## config.mk

```make
export PLATFORM = sky130hd
export DESIGN_NAME = irq_ctrl
export DESIGN_NICKNAME = d
export VERILOG_FILES = /design/src/rtl/irq_pkg.sv /design/src/rtl/irq_ext_sense.sv /design/src/rtl/irq_arbiter.sv /design/src/rtl/irq_ctrl.sv
export SDC_FILE = /design/constraint.sdc
export NUM_CORES = 1
export LEC_CHECK = 0
export BUFFER_PORTS_ARGS = -buffer_cell sky130_fd_sc_hd__buf_4
export CAP_MARGIN = 20
export CORE_UTILIZATION = 30
export CTS_CLUSTER_SIZE = 40
export DETAILED_ROUTE_END_ITERATION = 7
export SLEW_MARGIN = 20
export SYNTH_ARGS = -nofsm -noshare
export SYNTH_HDL_FRONTEND = slang
export SYNTH_SLANG_ARGS = --single-unit
```

## constraint.sdc

```tcl
create_clock -name clk -period 2.2 [get_ports clk]
set_input_delay 0.44 -clock clk [delete_from_list [all_inputs] [get_ports clk]]
set_output_delay 0.44 -clock clk [all_outputs]
set_load 0.01 [all_outputs]
```

## src/rtl/irq_pkg.sv

```systemverilog
package irq_pkg;
  localparam int NEXT  = 2;              // external pins
  localparam int NSRC  = 2 * NEXT + 1;   // pins, timers, serial
  localparam int SRC_W = $clog2(NSRC);
  localparam int VEC_W = 16;
  localparam int EN_W  = NSRC + 1;       // source enables plus master

  typedef enum logic {LVL_LO = 1'b0, LVL_HI = 1'b1} lvl_e;

  function automatic logic [VEC_W-1:0] vec_of(input logic [SRC_W-1:0] idx);
    return VEC_W'(3) + (VEC_W'(idx) << 3);
  endfunction
endpackage

```

## src/rtl/irq_ext_sense.sv

```systemverilog
module irq_ext_sense #(
  parameter int SYNC_STAGES = 2
) (
  input  logic clk,
  input  logic rst_n,
  input  logic pin_n,
  input  logic edge_mode,
  input  logic clr,
  output logic req
);
  logic [SYNC_STAGES-1:0] sync_q;
  logic                   prev_q;
  logic                   pend_q, pend_d;
  logic                   pin_s, fall;

  assign pin_s = sync_q[SYNC_STAGES-1];
  assign fall  = prev_q & ~pin_s;

  always_comb begin
    pend_d = pend_q;
    if (!edge_mode)  pend_d = 1'b0;
    else if (fall)   pend_d = 1'b1;
    else if (clr)    pend_d = 1'b0;
  end

  always_ff @(posedge clk or negedge rst_n) begin
    if (!rst_n) begin
      sync_q <= '1;
      prev_q <= 1'b1;
      pend_q <= 1'b0;
    end else begin
      sync_q <= {sync_q[SYNC_STAGES-2:0], pin_n};
      prev_q <= pin_s;
      pend_q <= pend_d;
    end
  end

  assign req = edge_mode ? pend_q : ~pin_s;

  // a latched flag only rises after a high sample
  p_edge_needs_high_r8: assert property (@(posedge clk) disable iff (!rst_n)
    $rose(pend_q) |-> $past(prev_q));
  // acknowledge without a fresh edge empties the flag
  p_edge_clear_r8: assert property (@(posedge clk) disable iff (!rst_n)
    (clr && !fall) |=> !pend_q);
endmodule

```

## src/rtl/irq_arbiter.sv

```systemverilog
module irq_arbiter
  import irq_pkg::*;
(
  input  logic [NSRC-1:0]  req,
  input  logic [NSRC-1:0]  en_src,
  input  logic             master,
  input  logic [NSRC-1:0]  prio,
  input  logic             svc_hi,
  input  logic             svc_lo,
  output logic             grant_valid,
  output logic [SRC_W-1:0] grant_idx,
  output lvl_e             grant_lvl,
  output logic [NSRC-1:0]  grant_oh
);
  logic [NSRC-1:0] live, hi_cand, lo_cand, pick;

  always_comb begin
    live    = req & en_src & {NSRC{master}};
    hi_cand = live & prio;
    lo_cand = live & ~prio;
    pick      = '0;
    grant_lvl = LVL_LO;
    if (!svc_hi) begin
      if (|hi_cand) begin
        pick      = hi_cand;
        grant_lvl = LVL_HI;
      end else if (!svc_lo) begin
        pick = lo_cand;
      end
    end
    grant_oh  = '0;
    grant_idx = '0;
    for (int i = NSRC - 1; i >= 0; i--) begin
      if (pick[i]) begin
        grant_oh    = '0;
        grant_oh[i] = 1'b1;
        grant_idx   = SRC_W'(i);
      end
    end
    grant_valid = |pick;
  end
endmodule

```

## src/rtl/irq_ctrl.sv

```systemverilog
module irq_ctrl
  import irq_pkg::*;
#(
  parameter int SYNC_STAGES = 2
) (
  input  logic             clk,
  input  logic             rst_n,
  input  logic [NEXT-1:0]  ext_n,
  input  logic [NEXT-1:0]  tmr_ovf,
  input  logic             ser_rx_flag,
  input  logic             ser_tx_flag,
  input  logic             en_we,
  input  logic [EN_W-1:0]  en_wdata,
  input  logic             prio_we,
  input  logic [NSRC-1:0]  prio_wdata,
  input  logic             trig_we,
  input  logic [NEXT-1:0]  trig_wdata,
  output logic             irq_req,
  output logic [VEC_W-1:0] irq_vec,
  input  logic             irq_ack,
  input  logic             irq_reti
);
  logic [EN_W-1:0] en_q, en_d;
  logic [NSRC-1:0] prio_q, prio_d;
  logic [NEXT-1:0] trig_q, trig_d;
  logic [1:0]      svc_q, svc_d;     // [1] high level, [0] low level

  logic [NEXT-1:0]  ext_req;
  logic [NSRC-1:0]  src_req;
  logic             grant_valid;
  logic [SRC_W-1:0] grant_idx;
  lvl_e             grant_lvl;
  logic [NSRC-1:0]  grant_oh;
  logic             take;

  assign take = irq_ack & grant_valid;

  for (genvar g = 0; g < NEXT; g++) begin : g_ext
    irq_ext_sense #(.SYNC_STAGES(SYNC_STAGES)) i_sense (
      .clk       (clk),
      .rst_n     (rst_n),
      .pin_n     (ext_n[g]),
      .edge_mode (trig_q[g]),
      .clr       (take && grant_oh[2*g]),
      .req       (ext_req[g])
    );
  end

  always_comb begin
    for (int g = 0; g < NEXT; g++) begin
      src_req[2*g]   = ext_req[g];
      src_req[2*g+1] = tmr_ovf[g];
    end
    src_req[NSRC-1] = ser_rx_flag | ser_tx_flag;
  end

  irq_arbiter i_arb (
    .req         (src_req),
    .en_src      (en_q[NSRC-1:0]),
    .master      (en_q[EN_W-1]),
    .prio        (prio_q),
    .svc_hi      (svc_q[1]),
    .svc_lo      (svc_q[0]),
    .grant_valid (grant_valid),
    .grant_idx   (grant_idx),
    .grant_lvl   (grant_lvl),
    .grant_oh    (grant_oh)
  );

  // next state
  always_comb begin
    en_d   = en_we   ? en_wdata   : en_q;
    prio_d = prio_we ? prio_wdata : prio_q;
    trig_d = trig_we ? trig_wdata : trig_q;
    svc_d  = svc_q;
    if (irq_reti) begin
      if (svc_q[1]) svc_d[1] = 1'b0;
      else          svc_d[0] = 1'b0;
    end
    if (take) svc_d[grant_lvl] = 1'b1;
  end

  // registers
  always_ff @(posedge clk or negedge rst_n) begin
    if (!rst_n) begin
      en_q   <= '0;
      prio_q <= '0;
      trig_q <= '0;
      svc_q  <= '0;
    end else begin
      en_q   <= en_d;
      prio_q <= prio_d;
      trig_q <= trig_d;
      svc_q  <= svc_d;
    end
  end

  assign irq_req = grant_valid;
  assign irq_vec = grant_valid ? vec_of(grant_idx) : '0;

  p_master_gate_r2: assert property (@(posedge clk) disable iff (!rst_n)
    !en_q[EN_W-1] |-> !irq_req);
  p_hi_blocks_r6: assert property (@(posedge clk) disable iff (!rst_n)
    svc_q[1] |-> !irq_req);
  p_lo_nest_r6: assert property (@(posedge clk) disable iff (!rst_n)
    (svc_q[0] && irq_req) |-> ((prio_q & grant_oh) != '0));
  p_vec_form_r4: assert property (@(posedge clk) disable iff (!rst_n)
    irq_req |-> (irq_vec[2:0] == 3'b011 && irq_vec < VEC_W'(8 * NSRC)));
  p_one_winner_r4: assert property (@(posedge clk) disable iff (!rst_n)
    $onehot0(grant_oh));
  p_svc_from_ack_r10: assert property (@(posedge clk) disable iff (!rst_n)
    $rose(svc_q[0]) |-> $past(irq_ack));
  p_ret_hi_first_r10: assert property (@(posedge clk) disable iff (!rst_n)
    (irq_reti && svc_q[1] && !take) |=> (!svc_q[1] && svc_q[0] == $past(svc_q[0])));
endmodule

```

==> flow_metrics.env <==
export IMPL_run_status="finished with violations"
export IMPL_drive_gt1_share_pct=58.6
export IMPL_violations="negative setup slack"
export IMPL_ff_latch_area_sq_um=584
export IMPL_yosys_area_top_type="dfrtp_1"
export IMPL_power_mw=1.19
export IMPL_die_h_microns=65.4
export IMPL_cap_viol_max_count=0
export IMPL_areaGrowthSynthToFinish_pct=42.5
export IMPL_initial_utilization_pct=32.0
export IMPL_cts_made_buffers=3
export IMPL_drt_iter0_drc=23
export IMPL_syn_area_sq_um=1210
export IMPL_synth_seq_cells=23
export IMPL_synth_cell_types=38
export IMPL_irDropWorstVdd_mv=0.358
export IMPL_synth_seq_area_share_pct=48.3
export IMPL_holdWs_ps=43.7
export IMPL_antenna_found_initial=0
export IMPL_cts_sinks=23
export IMPL_max_freq_ghz=0.413
export IMPL_cts_buffer_depth=2
export IMPL_hold_viol_final=0
export IMPL_most_common_layout_cells="44 x buf_4, 16 x dfrtp_1, 13 x mux2_2"
export IMPL_grt_pass1_wl_microns=4560
export IMPL_setup_slack_ps=-223
export IMPL_placed_area_sq_um=1530
export IMPL_ant_nets=0
export IMPL_drc=0
export IMPL_start_kind="flop"
export IMPL_fillCellCount=351
export IMPL_design_area_sq_um=1720
export IMPL_wire_per_inst_microns=12.9
export IMPL_htree_levels=1
export IMPL_hp_class="in2async"
export IMPL_cts_hold_buffers_added=0
export IMPL_crit_slowest_cell="or3_4"
export IMPL_synthCells=110
export IMPL_worstPathCellList="nor2b_2 -> or3_4 -> nand4_4 -> o211ai_4 -> a211oi_4 -> nor2b_1 -> buf_4"
export IMPL_avgSynthCellArea_sq_um=11.0
export IMPL_arrival_ps=1980
export IMPL_dieArea_sq_um=4280
export IMPL_multi_input_area_sq_um=648
export IMPL_routed_wl_microns=2650
export IMPL_fin_skew_ps=1.57
export IMPL_final_common_cell="buf_4"
export IMPL_yosysWarningCount=0
export IMPL_rows=22
export IMPL_post_drt_via_cell_ratio=4.67
export IMPL_clkLatencyLatePin_ps=270
export IMPL_cts_tree="built"
export IMPL_ios=43
export IMPL_synth_area_leaders="dfrtp_1 35%, dfstp_2 13%, mux2_2 12%"
export IMPL_dp_final_hpwl_microns=2020
export IMPL_rsz0062_at_grt="yes"
export IMPL_overflow=0
export IMPL_leakage_nw=0.754
export IMPL_diodes=0
export IMPL_power_density_nw_per_um2=693
export IMPL_rr_worst_depth=8
export IMPL_crit_fanout=3
export IMPL_fin_crit_ps=2420
export IMPL_critPathKind="reg2out"
export IMPL_worstSetupEndpointType="primary output"
export IMPL_path_clk_slew_ps=80
export IMPL_die_w_microns=65.4
export IMPL_pre_cts_ws_ps=-110
export IMPL_root_buffer="clkbuf_8"
export IMPL_num_vias=958
export IMPL_fin_crit_sh_pct=110
export IMPL_max_stage_delay_ps=400
export IMPL_gp_congestion=0.878
export IMPL_nets=184
export IMPL_grt_pass1_vias=994
export IMPL_core_area_sq_um=3770
export IMPL_cp_data_required_time_ps=1760
export IMPL_synth_top_area_share_pct=35.2
export IMPL_dr_pass1_iters=4
export IMPL_track_usage_pct=14.1
export IMPL_setup_viol=6
export IMPL_port_buffers=31
export IMPL_grt_max_degree=24
export IMPL_drv_slew=0
[synth_stat cells]
cell and number:
o2111ai_1 1, nor2b_1 5, o22ai_1 1, a21o_1 3, and2b_1 1, o21ai_2 1, a21oi_1 3, nand2b_1 1
nor2_1 2, mux2_2 13, buf_4 13, clkbuf_1 1, dfrtp_1 17, nor4_1 1, o21a_1 1, inv_1 4
nor4b_1 1, nand4_1 1, and3_1 1, nand2_1 8, o211ai_2 1, or3_4 1, nand3_2 1, a31oi_1 1
o21ai_0 5, a21boi_0 2, o221ai_1 1, a41oi_1 1, nand4_2 1, dfstp_2 6, nor3_1 3, conb_1 1
and2_1 2, a211oi_2 1, and4_1 1, or2_2 1, nand3_1 1, a21oi_2 1
[timing repair]
action | in CTS | in global routing
endpoints found under the setup margin | 6 | 6
pin swaps | 11 | 1
resized for setup | 22 | 3
setup buffers | 4 | 0
[registers in the layout, indices dropped and copies added, names as in the netlist]
register,flops
g_ext.i_sense.pend_q,2
g_ext.i_sense.prev_q,2
trig_q,2
prio_q,5
g_ext.i_sense.sync_q,4
svc_q,2
en_q,6
[layout make-up]
class                   instances  share of cell area [%]
inverters                       4                   0.873
multi-input cells              79                    37.7
clock buffers                   3                    2.40
well taps                      48                    3.49
clock inverters                 1                   0.436
repair buffers                 47                    21.2
flip-flops and latches         23                    34.0
[path summary, 6_finish.rpt]
path / startpoint / to / slack [ps]
hold reg to reg: g_ext[0].i_sense.sync_q[0] / g_ext[0].i_sense.sync_q[1] / 360
max in group asynchronous: rst_n / g_ext[1].i_sense.prev_q / 1880
setup reg to reg: en_q[5] / g_ext[0].i_sense.pend_q / 360
hold / removal: rst_n / en_q[2] / 40
setup / recovery: g_ext[0].i_sense.sync_q[1] / irq_vec[5] / -220
min in group clk: ext_n[1] / g_ext[1].i_sense.sync_q[0] / 270
[cells by family (layout without fill, tap and decap cells)]
logic type      after synthesis  count (layout)  synth area share (%)
buf+inv                      18              55                  9.64
flops                        23              23                  48.3
simple gates                 32              32                  15.9
mux                          13              13                  12.1
other cells                   1              11                 0.311
compound gates               23              23                  13.8
[report_power, final]
part | total (mW) | internal, mW | switching (mW)
clock network | 0.272 | 0.128 | 0.144
logic | 0.415 | 0.230 | 0.184
registers | 0.506 | 0.470 | 0.0358
[layer usage]
metal | part of all wire, % | GRT usage [%] | up-vias
li1 | - | - | 463
met1 | 43 | 17.2 | 454
met2 | 51 | 24.6 | 39
met3 | 6.1 | 3.47 | 2
met4 | 0.38 | 3.26 | 0
met5 | 0 | 0 | -
[per-stage QoR]
| step | TNS, ps | util [%] | cells |
|---|---|---|---|
| final | -1110 | 45.6 | 205 |
| after global routing | -1800 | 45.6 | 205 |
| after CTS | -1180 | 45.3 | 205 |
| after detailed placement | -471 | 40.7 | 198 |
| after global placement | -261 | 40.7 | 198 |
| after floorplan | 0 | - | 120 |
[critical path, delay by kind of cell, from the launching register on]
| family | cells | cell delay [ps] |
|---|---|---|
| AO/OA/AOI/OAI | 2 | 380 |
| buffers and inverters | 1 | 130 |
| flip-flops | 1 | 380 |
| AND/OR/NAND/NOR | 4 | 830 |
Note: power is estimated with default switching activity, not from simulation.
